**config.mk**
```make
export PLATFORM = sky130hd
export DESIGN_NAME = irq_frame_seq
export DESIGN_NICKNAME = d
export VERILOG_FILES = /design/src/rtl/irq_seq_pkg.sv /design/src/rtl/irq_phys_addr.sv /design/src/rtl/irq_vec_addr.sv /design/src/rtl/irq_stack_ptr.sv /design/src/rtl/irq_frame_seq.sv
export SDC_FILE = /design/constraint.sdc
export NUM_CORES = 1
export LEC_CHECK = 0
export BUFFER_PORTS_ARGS = -buffer_cell sky130_fd_sc_hd__buf_2
export CELL_PAD_IN_SITES_DETAIL_PLACEMENT = 1
export CELL_PAD_IN_SITES_GLOBAL_PLACEMENT = 1
export CORE_UTILIZATION = 39
export CTS_CLUSTER_DIAMETER = 120
export DETAILED_ROUTE_END_ITERATION = 6
export PLACE_DENSITY_LB_ADDON = 0.2
export SETUP_SLACK_MARGIN = 0.05
export SYNTH_ARGS = -nofsm -noshare
export SYNTH_HDL_FRONTEND = slang
export SYNTH_SLANG_ARGS = --single-unit
```
**constraint.sdc**
```tcl
create_clock -name clk -period 5.4 [get_ports clk]
set_input_delay 0 -clock clk [delete_from_list [all_inputs] [get_ports clk]]
set_output_delay 0 -clock clk [all_outputs]
set_load 0.02 [all_outputs]
```
**src/rtl/irq_seq_pkg.sv**
```systemverilog
package irq_seq_pkg;
  typedef enum logic [3:0] {
    ST_IDLE,
    ST_PUSH_FLG,
    ST_PUSH_SEG,
    ST_PUSH_OFS,
    ST_VEC_OFS,
    ST_VEC_SEG,
    ST_POP_OFS,
    ST_POP_SEG,
    ST_POP_FLG
  } seq_state_t;

  function automatic logic is_push(input seq_state_t s);
    return (s == ST_PUSH_FLG) || (s == ST_PUSH_SEG) || (s == ST_PUSH_OFS);
  endfunction

  function automatic logic is_pop(input seq_state_t s);
    return (s == ST_POP_OFS) || (s == ST_POP_SEG) || (s == ST_POP_FLG);
  endfunction
endpackage

```
**src/rtl/irq_phys_addr.sv**
```systemverilog
module irq_phys_addr #(
  parameter int WORD_W  = 16,
  parameter int PHYS_W  = 20,
  parameter int SEG_SHL = 4
) (
  input  logic [WORD_W-1:0] seg_i,
  input  logic [WORD_W-1:0] ofs_i,
  output logic [PHYS_W-1:0] phys_o
);
  localparam int EXT_W = PHYS_W + 1;
  logic [EXT_W-1:0] seg_ext, ofs_ext, sum;

  generate
    if (EXT_W > WORD_W) begin : g_ext
      assign seg_ext = {{(EXT_W-WORD_W){1'b0}}, seg_i} << SEG_SHL;
      assign ofs_ext = {{(EXT_W-WORD_W){1'b0}}, ofs_i};
    end else begin : g_trunc
      assign seg_ext = seg_i[EXT_W-1:0] << SEG_SHL;
      assign ofs_ext = ofs_i[EXT_W-1:0];
    end
  endgenerate

  assign sum    = seg_ext + ofs_ext;
  assign phys_o = sum[PHYS_W-1:0];
endmodule

```
**src/rtl/irq_vec_addr.sv**
```systemverilog
module irq_vec_addr #(
  parameter int TYPE_W  = 8,
  parameter int WORD_W  = 16,
  parameter int ENT_SHL = 2
) (
  input  logic [TYPE_W-1:0] type_i,
  input  logic              hi_word_i,
  output logic [WORD_W-1:0] ofs_o
);
  logic [WORD_W-1:0] base;
  assign base  = {{(WORD_W-TYPE_W){1'b0}}, type_i} << ENT_SHL;
  assign ofs_o = base | {{(WORD_W-2){1'b0}}, hi_word_i, 1'b0};
endmodule

```
**src/rtl/irq_stack_ptr.sv**
```systemverilog
module irq_stack_ptr #(
  parameter int WORD_W = 16,
  parameter int STEP   = 2
) (
  input  logic              clk,
  input  logic              rst,
  input  logic              load_i,
  input  logic [WORD_W-1:0] load_val_i,
  input  logic              dec_i,
  input  logic              inc_i,
  output logic [WORD_W-1:0] sp_o
);
  localparam logic [WORD_W-1:0] STEP_V = WORD_W'(STEP);

  always_ff @(posedge clk) begin
    if (rst)         sp_o <= '0;
    else if (load_i) sp_o <= load_val_i;
    else if (dec_i)  sp_o <= sp_o - STEP_V;
    else if (inc_i)  sp_o <= sp_o + STEP_V;
  end

  AST_SP_ONE_DIR: assert property (@(posedge clk) disable iff (rst)
    !(dec_i && inc_i));
  AST_SP_DEC_WRAP: assert property (@(posedge clk) disable iff (rst)
    (dec_i && !load_i) |=> (sp_o + STEP_V) == $past(sp_o));
  AST_SP_INC_WRAP: assert property (@(posedge clk) disable iff (rst)
    (inc_i && !load_i) |=> (sp_o - STEP_V) == $past(sp_o));
endmodule

```
**src/rtl/irq_frame_seq.sv**
```systemverilog
module irq_frame_seq
  import irq_seq_pkg::*;
#(
  parameter int WORD_W  = 16,
  parameter int PHYS_W  = 20,
  parameter int TYPE_W  = 8,
  parameter int SEG_SHL = 4,
  parameter int IE_BIT  = 9,
  parameter int ST_BIT  = 8
) (
  input  logic              clk,
  input  logic              rst,
  input  logic              take_i,
  input  logic [TYPE_W-1:0] vec_type_i,
  input  logic              ret_i,
  input  logic [WORD_W-1:0] ss_i,
  input  logic [WORD_W-1:0] sp_i,
  input  logic [WORD_W-1:0] cs_i,
  input  logic [WORD_W-1:0] ip_i,
  input  logic [WORD_W-1:0] flags_i,
  output logic              busy_o,
  output logic              done_o,
  output logic [WORD_W-1:0] sp_o,
  output logic [WORD_W-1:0] cs_o,
  output logic [WORD_W-1:0] ip_o,
  output logic [WORD_W-1:0] flags_o,
  output logic              mem_req_o,
  output logic              mem_we_o,
  output logic [PHYS_W-1:0] mem_addr_o,
  output logic [WORD_W-1:0] mem_wdata_o,
  input  logic [WORD_W-1:0] mem_rdata_i,
  input  logic              mem_rdy_i
);
  localparam int                STEP   = 2;
  localparam logic [WORD_W-1:0] STEP_V = WORD_W'(STEP);

  seq_state_t        st;
  logic [WORD_W-1:0] ss_r, cs_r, ip_r, flg_r;
  logic [TYPE_W-1:0] type_r;
  logic              busy_r, done_r;

  logic              start_take, start_ret, fire;
  logic              sp_load, sp_dec, sp_inc;
  logic [WORD_W-1:0] sp_load_val, sp_cur;
  logic              vec_phase;
  logic [WORD_W-1:0] vec_ofs, addr_seg, addr_ofs;
  logic [PHYS_W-1:0] phys;

  assign start_take = (st == ST_IDLE) && take_i;
  assign start_ret  = (st == ST_IDLE) && ret_i && !take_i;
  assign fire       = mem_req_o && mem_rdy_i;

  assign sp_load     = start_take || start_ret;
  assign sp_load_val = start_take ? (sp_i - STEP_V) : sp_i;
  assign sp_dec      = fire && ((st == ST_PUSH_FLG) || (st == ST_PUSH_SEG));
  assign sp_inc      = fire && is_pop(st);

  irq_stack_ptr #(.WORD_W(WORD_W), .STEP(STEP)) u_sp (
    .clk       (clk),
    .rst       (rst),
    .load_i    (sp_load),
    .load_val_i(sp_load_val),
    .dec_i     (sp_dec),
    .inc_i     (sp_inc),
    .sp_o      (sp_cur)
  );

  assign vec_phase = (st == ST_VEC_OFS) || (st == ST_VEC_SEG);

  irq_vec_addr #(.TYPE_W(TYPE_W), .WORD_W(WORD_W), .ENT_SHL(2)) u_vec (
    .type_i   (type_r),
    .hi_word_i(st == ST_VEC_SEG),
    .ofs_o    (vec_ofs)
  );

  assign addr_seg = vec_phase ? '0 : ss_r;
  assign addr_ofs = vec_phase ? vec_ofs : sp_cur;

  irq_phys_addr #(.WORD_W(WORD_W), .PHYS_W(PHYS_W), .SEG_SHL(SEG_SHL)) u_phys (
    .seg_i (addr_seg),
    .ofs_i (addr_ofs),
    .phys_o(phys)
  );

  always_ff @(posedge clk) begin
    if (rst) begin
      st     <= ST_IDLE;
      ss_r   <= '0;
      cs_r   <= '0;
      ip_r   <= '0;
      flg_r  <= '0;
      type_r <= '0;
      busy_r <= 1'b0;
      done_r <= 1'b0;
    end else begin
      done_r <= 1'b0;
      unique case (st)
        ST_IDLE: begin
          if (start_take) begin
            ss_r   <= ss_i;
            cs_r   <= cs_i;
            ip_r   <= ip_i;
            flg_r  <= flags_i;
            type_r <= vec_type_i;
            busy_r <= 1'b1;
            st     <= ST_PUSH_FLG;
          end else if (start_ret) begin
            ss_r   <= ss_i;
            busy_r <= 1'b1;
            st     <= ST_POP_OFS;
          end
        end
        ST_PUSH_FLG: if (fire) begin
          flg_r[IE_BIT] <= 1'b0;
          flg_r[ST_BIT] <= 1'b0;
          st            <= ST_PUSH_SEG;
        end
        ST_PUSH_SEG: if (fire) st <= ST_PUSH_OFS;
        ST_PUSH_OFS: if (fire) st <= ST_VEC_OFS;
        ST_VEC_OFS: if (fire) begin
          ip_r <= mem_rdata_i;
          st   <= ST_VEC_SEG;
        end
        ST_VEC_SEG: if (fire) begin
          cs_r   <= mem_rdata_i;
          busy_r <= 1'b0;
          done_r <= 1'b1;
          st     <= ST_IDLE;
        end
        ST_POP_OFS: if (fire) begin
          ip_r <= mem_rdata_i;
          st   <= ST_POP_SEG;
        end
        ST_POP_SEG: if (fire) begin
          cs_r <= mem_rdata_i;
          st   <= ST_POP_FLG;
        end
        ST_POP_FLG: if (fire) begin
          flg_r  <= mem_rdata_i;
          busy_r <= 1'b0;
          done_r <= 1'b1;
          st     <= ST_IDLE;
        end
        default: st <= ST_IDLE;
      endcase
    end
  end

  always_comb begin
    mem_wdata_o = '0;
    unique case (st)
      ST_PUSH_FLG: mem_wdata_o = flg_r;
      ST_PUSH_SEG: mem_wdata_o = cs_r;
      ST_PUSH_OFS: mem_wdata_o = ip_r;
      default:     mem_wdata_o = '0;
    endcase
  end

  assign mem_req_o  = (st != ST_IDLE);
  assign mem_we_o   = is_push(st);
  assign mem_addr_o = phys;
  assign busy_o     = busy_r;
  assign done_o     = done_r;
  assign sp_o       = sp_cur;
  assign cs_o       = cs_r;
  assign ip_o       = ip_r;
  assign flags_o    = flg_r;

  AST_HOLD_ON_WAIT: assert property (@(posedge clk) disable iff (rst)
    (mem_req_o && !mem_rdy_i) |=> mem_req_o && $stable(mem_addr_o) && $stable(mem_we_o) && $stable(mem_wdata_o));
  AST_BUSY_MEANS_REQ: assert property (@(posedge clk) disable iff (rst)
    busy_o == mem_req_o);
  AST_DONE_SINGLE: assert property (@(posedge clk) disable iff (rst)
    done_o |-> !busy_o && $past(busy_o));
  AST_DONE_NO_REPEAT: assert property (@(posedge clk) disable iff (rst)
    done_o |=> !done_o);
  AST_MASK_AFTER_SAVE: assert property (@(posedge clk) disable iff (rst)
    (st == ST_PUSH_SEG) |-> !flags_o[IE_BIT] && !flags_o[ST_BIT]);
  AST_VEC_IN_TABLE: assert property (@(posedge clk) disable iff (rst)
    vec_phase |-> (mem_addr_o >> (TYPE_W + 2)) == '0);
  AST_BUSY_KEEPS_TYPE: assert property (@(posedge clk) disable iff (rst)
    (busy_o && !done_o) |=> $stable(type_r) && $stable(ss_r));
endmodule

```
==> results.py <==
metrics = {
    "outcome": {
        "status": "finished clean",
    },
    "clock_tree": {
        "clk_latency_ns": 0.36,
        "root_buffer": "clkbuf_16",
        "path_clk_slew_ns": 0.07,
        "cts_hold_buf": 80,
        "cts-htree-levels": 3,
        "cts.repair.resized": 0,
        "postCtsSetupBuffers": 0,
        "cts_tree": "built",
        "clock_path_buffers": 2,
        "cts_buffers": 9,
        "cts_sinks": 94,
    },
    "cells_and_area": {
        "fill_cells": 1959,
        "final_util_pct": 55.6,
        "final_common_cell": "buf_2",
        "drive_gt1_share_pct": 25.4,
        "area_growth_pct": 37.3,
        "layout.nets": 1196,
        "final_cell_mix": "212 x buf_2, 118 x nand2_1, 93 x dfxtp_1",
    },
    "grt": {
        "grt_max_degree": 52,
        "grt_usage_pct": 31.5,
        "grt_pass1_vias": 7741,
        "antenna_found_initial": 1,
        "grt_overflow": 0,
        "grt_pass1_wl_mm": 40.6,
    },
    "power_and_ir_drop": {
        "p_per_area_nw_per_um2": 423,
        "total_power_w": 0.00363,
        "p_leak_nw": 3.73,
        "vdd_drop_max_mv": 0.230,
    },
    "timing": {
        "setup_viol": 0,
        "min_period_ns": 3.98,
        "finalHoldViolCount": 0,
        "final-max-slew-violation-count": 0,
        "setup-tns-final_ns": 0,
        "tightest_slew_ns": 1.31,
        "skew_ns": 0.00838,
        "maxSlewHeadroom_pct": 12.6,
        "rsz0062_at_grt": "no",
        "max_freq_ghz": 0.251,
        "fin_crit_sh_pct": 73.7,
    },
    "route": {
        "first_iter_violations": 462,
        "firstDrtPassIters": 5,
        "drc_errors": 0,
        "routed_wl_mm": 25.5,
        "drtAntennaViolNets": 0,
        "via_per_inst": 5.74,
        "routedWlPerCell_um": 19.7,
        "vias": 7400,
    },
    "logic_synthesis": {
        "synth-edff-count": 0,
        "synth_area_um2": 6250,
        "yosys_register_bits": 94,
        "synth_seq_area_share_pct": 30.1,
        "async_reset_ff_share_pct": 0,
        "ys_warn_count": 0,
        "synthCells": 818,
        "synth_fp_nets": 942,
        "avgSynthCellArea_um2": 7.64,
        "synthFlopType": "dfxtp_1",
        "ys_types": 64,
    },
    "worst_setup_path": {
        "slowest_delay_ns": 0.82,
        "endpoint_kind": "output pin",
        "cp_common_cell": "o21ai_0",
        "path_buf_inv": 2,
        "cp_cell_sequence": "nand2b_1 -> nor2_1 -> buf_4 -> o21ai_0 -> ha_1 -> a211oi_1 -> o21ai_0 -> a41oi_1 -> o21ai_0 -> mux2i_1 -> buf_2",
        "worstSetupPathType": "reg -> out",
        "start_kind": "flop",
        "cp_top_family": "compound AO/OA/AOI/OAI gates",
        "required_ns": 5.40,
        "critPathSlowestCell": "dfxtp_1",
        "critPathMaxFanout": 21,
        "crit_arrival_ns": 3.98,
    },
    "placement": {
        "hpwl_mm": 16.3,
        "gp_congestion": 0.871,
        "port_buffers": 212,
    },
    "floorplanning": {
        "start_util_pct": 40.5,
        "core-area_um2": 15400,
        "die_h_um": 129,
        "die_area_um2": 16500,
        "rows": 45,
        "dieWidth_um": 129,
        "ioPinCount": 213,
    },
    "hold_path": {
        "min_path_type": "in -> reg",
    },
    "run": {
        "cap_viol_max_count": 0,
    },
}
==> kinds of logic after synthesis <==
group                    share of synthesized area [%]
adder cells (fa/ha/maj)                           3.13
buffers and inverters                             4.89
flip-flops                                        30.1
XOR/XNOR                                          3.91
AND/OR/NAND/NOR                                   27.4
AO/OA/AOI/OAI                                     22.3
multiplexers                                      8.17
==> worst paths after layout <==
check | startpoint | to | slack [ns] | cells after the start
max | st[3]$_SDFFE_PP0P_ | mem_addr_o[19] | 1.42 | 11
min | ip_i[9] | ip_o[9]$_SDFFE_PP0P_ | 0.01 | 3
max reg2reg | st[1]$_SDFFE_PP0P_ | cs_o[7]$_SDFFE_PP0P_ | 1.70 | 8
min reg2reg | ss_r[9]$_SDFFE_PP0P_ | ss_r[9]$_SDFFE_PP0P_ | 0.45 | 2
==> state kept, by name, summed over array words and instances (netlist names) <==
name,flops
busy_o,1
st,4
flags_o,16
done_o,1
ip_o,16
ss_r,16
cs_o,16
u_sp.sp_o,16
type_r,8
==> final cells by class <==
type | instances | area, µm² | share of cell area [%]
Tap cell | 211 | 264 | 3.08
Clock buffer | 12 | 246 | 2.87
Sequential cell | 94 | 1880 | 22.0
Antenna cell | 1 | 2.50 | 0.0292
Inverter | 15 | 56.3 | 0.657
Timing Repair Buffer | 304 | 1950 | 22.8
Clock inverter | 4 | 77.6 | 0.905
Multi-Input combinational cell | 648 | 4090 | 47.7
==> per-stage QoR <==
step | instances | setup WS [ns] | area, µm² | hold slack [ns]
after global placement | 1192 | 1.91 | 7450 | 0.241
final | 1289 | 1.42 | 8570 | 0.0140
after global routing | 1289 | 1.03 | 8570 | 0.00851
after detailed placement | 1192 | 1.84 | 7450 | 0.249
after CTS | 1288 | 1.46 | 8570 | 0.000403
after floorplan | 818 | 1.84 | 6250 | 0.136
==> cell usage after synthesis (9+ instances only) <==
library cell | number | share of area [%]
ha_1 | 14 | 2.8
a211oi_1 | 40 | 4.8
nand2_1 | 118 | 7.1
or3_1 | 9 | 0.90
buf_2 | 10 | 0.80
nand4_1 | 10 | 1.0
inv_1 | 14 | 0.84
mux2i_1 | 33 | 5.3
o21ai_0 | 27 | 2.2
nand3_1 | 25 | 2.0
dfxtp_1 | 94 | 30
clkbuf_1 | 44 | 2.6
xor2_1 | 9 | 1.3
a311oi_1 | 21 | 2.9
nor4_1 | 9 | 0.90
xnor2_1 | 17 | 2.4
nand2b_1 | 9 | 0.90
a22oi_1 | 18 | 2.2
nor3_1 | 18 | 1.4
mux2_2 | 16 | 2.9
nor2_1 | 93 | 5.6
and2_1 | 24 | 2.4
a21oi_1 | 49 | 3.9
==> routing by layer <==
metal  vias to the layer above  global-route usage [%]  routed length [µm]
li1                       3474                       -                   -
met1                      3568                    35.7               10300
met2                       289                    55.9               12600
met3                        69                    8.44                1680
met4                         0                    12.7                 878
met5                         -                       0                   0
==> tightest hold or removal path, stage by stage <==
cell	delay (ns)
buf_2	0.11
mux2i_1	0.13
a211oi_1	0.09
==> where the power goes <==
group	leakage (nW)	internal (W)	switching, W
Clock	0.157	0.000422	0.000289
Sequential	0.776	0.000853	0.000213
Combinational	2.80	0.000675	0.00118
Total	3.73	0.00195	0.00168
(Power assumes the default switching activity.)
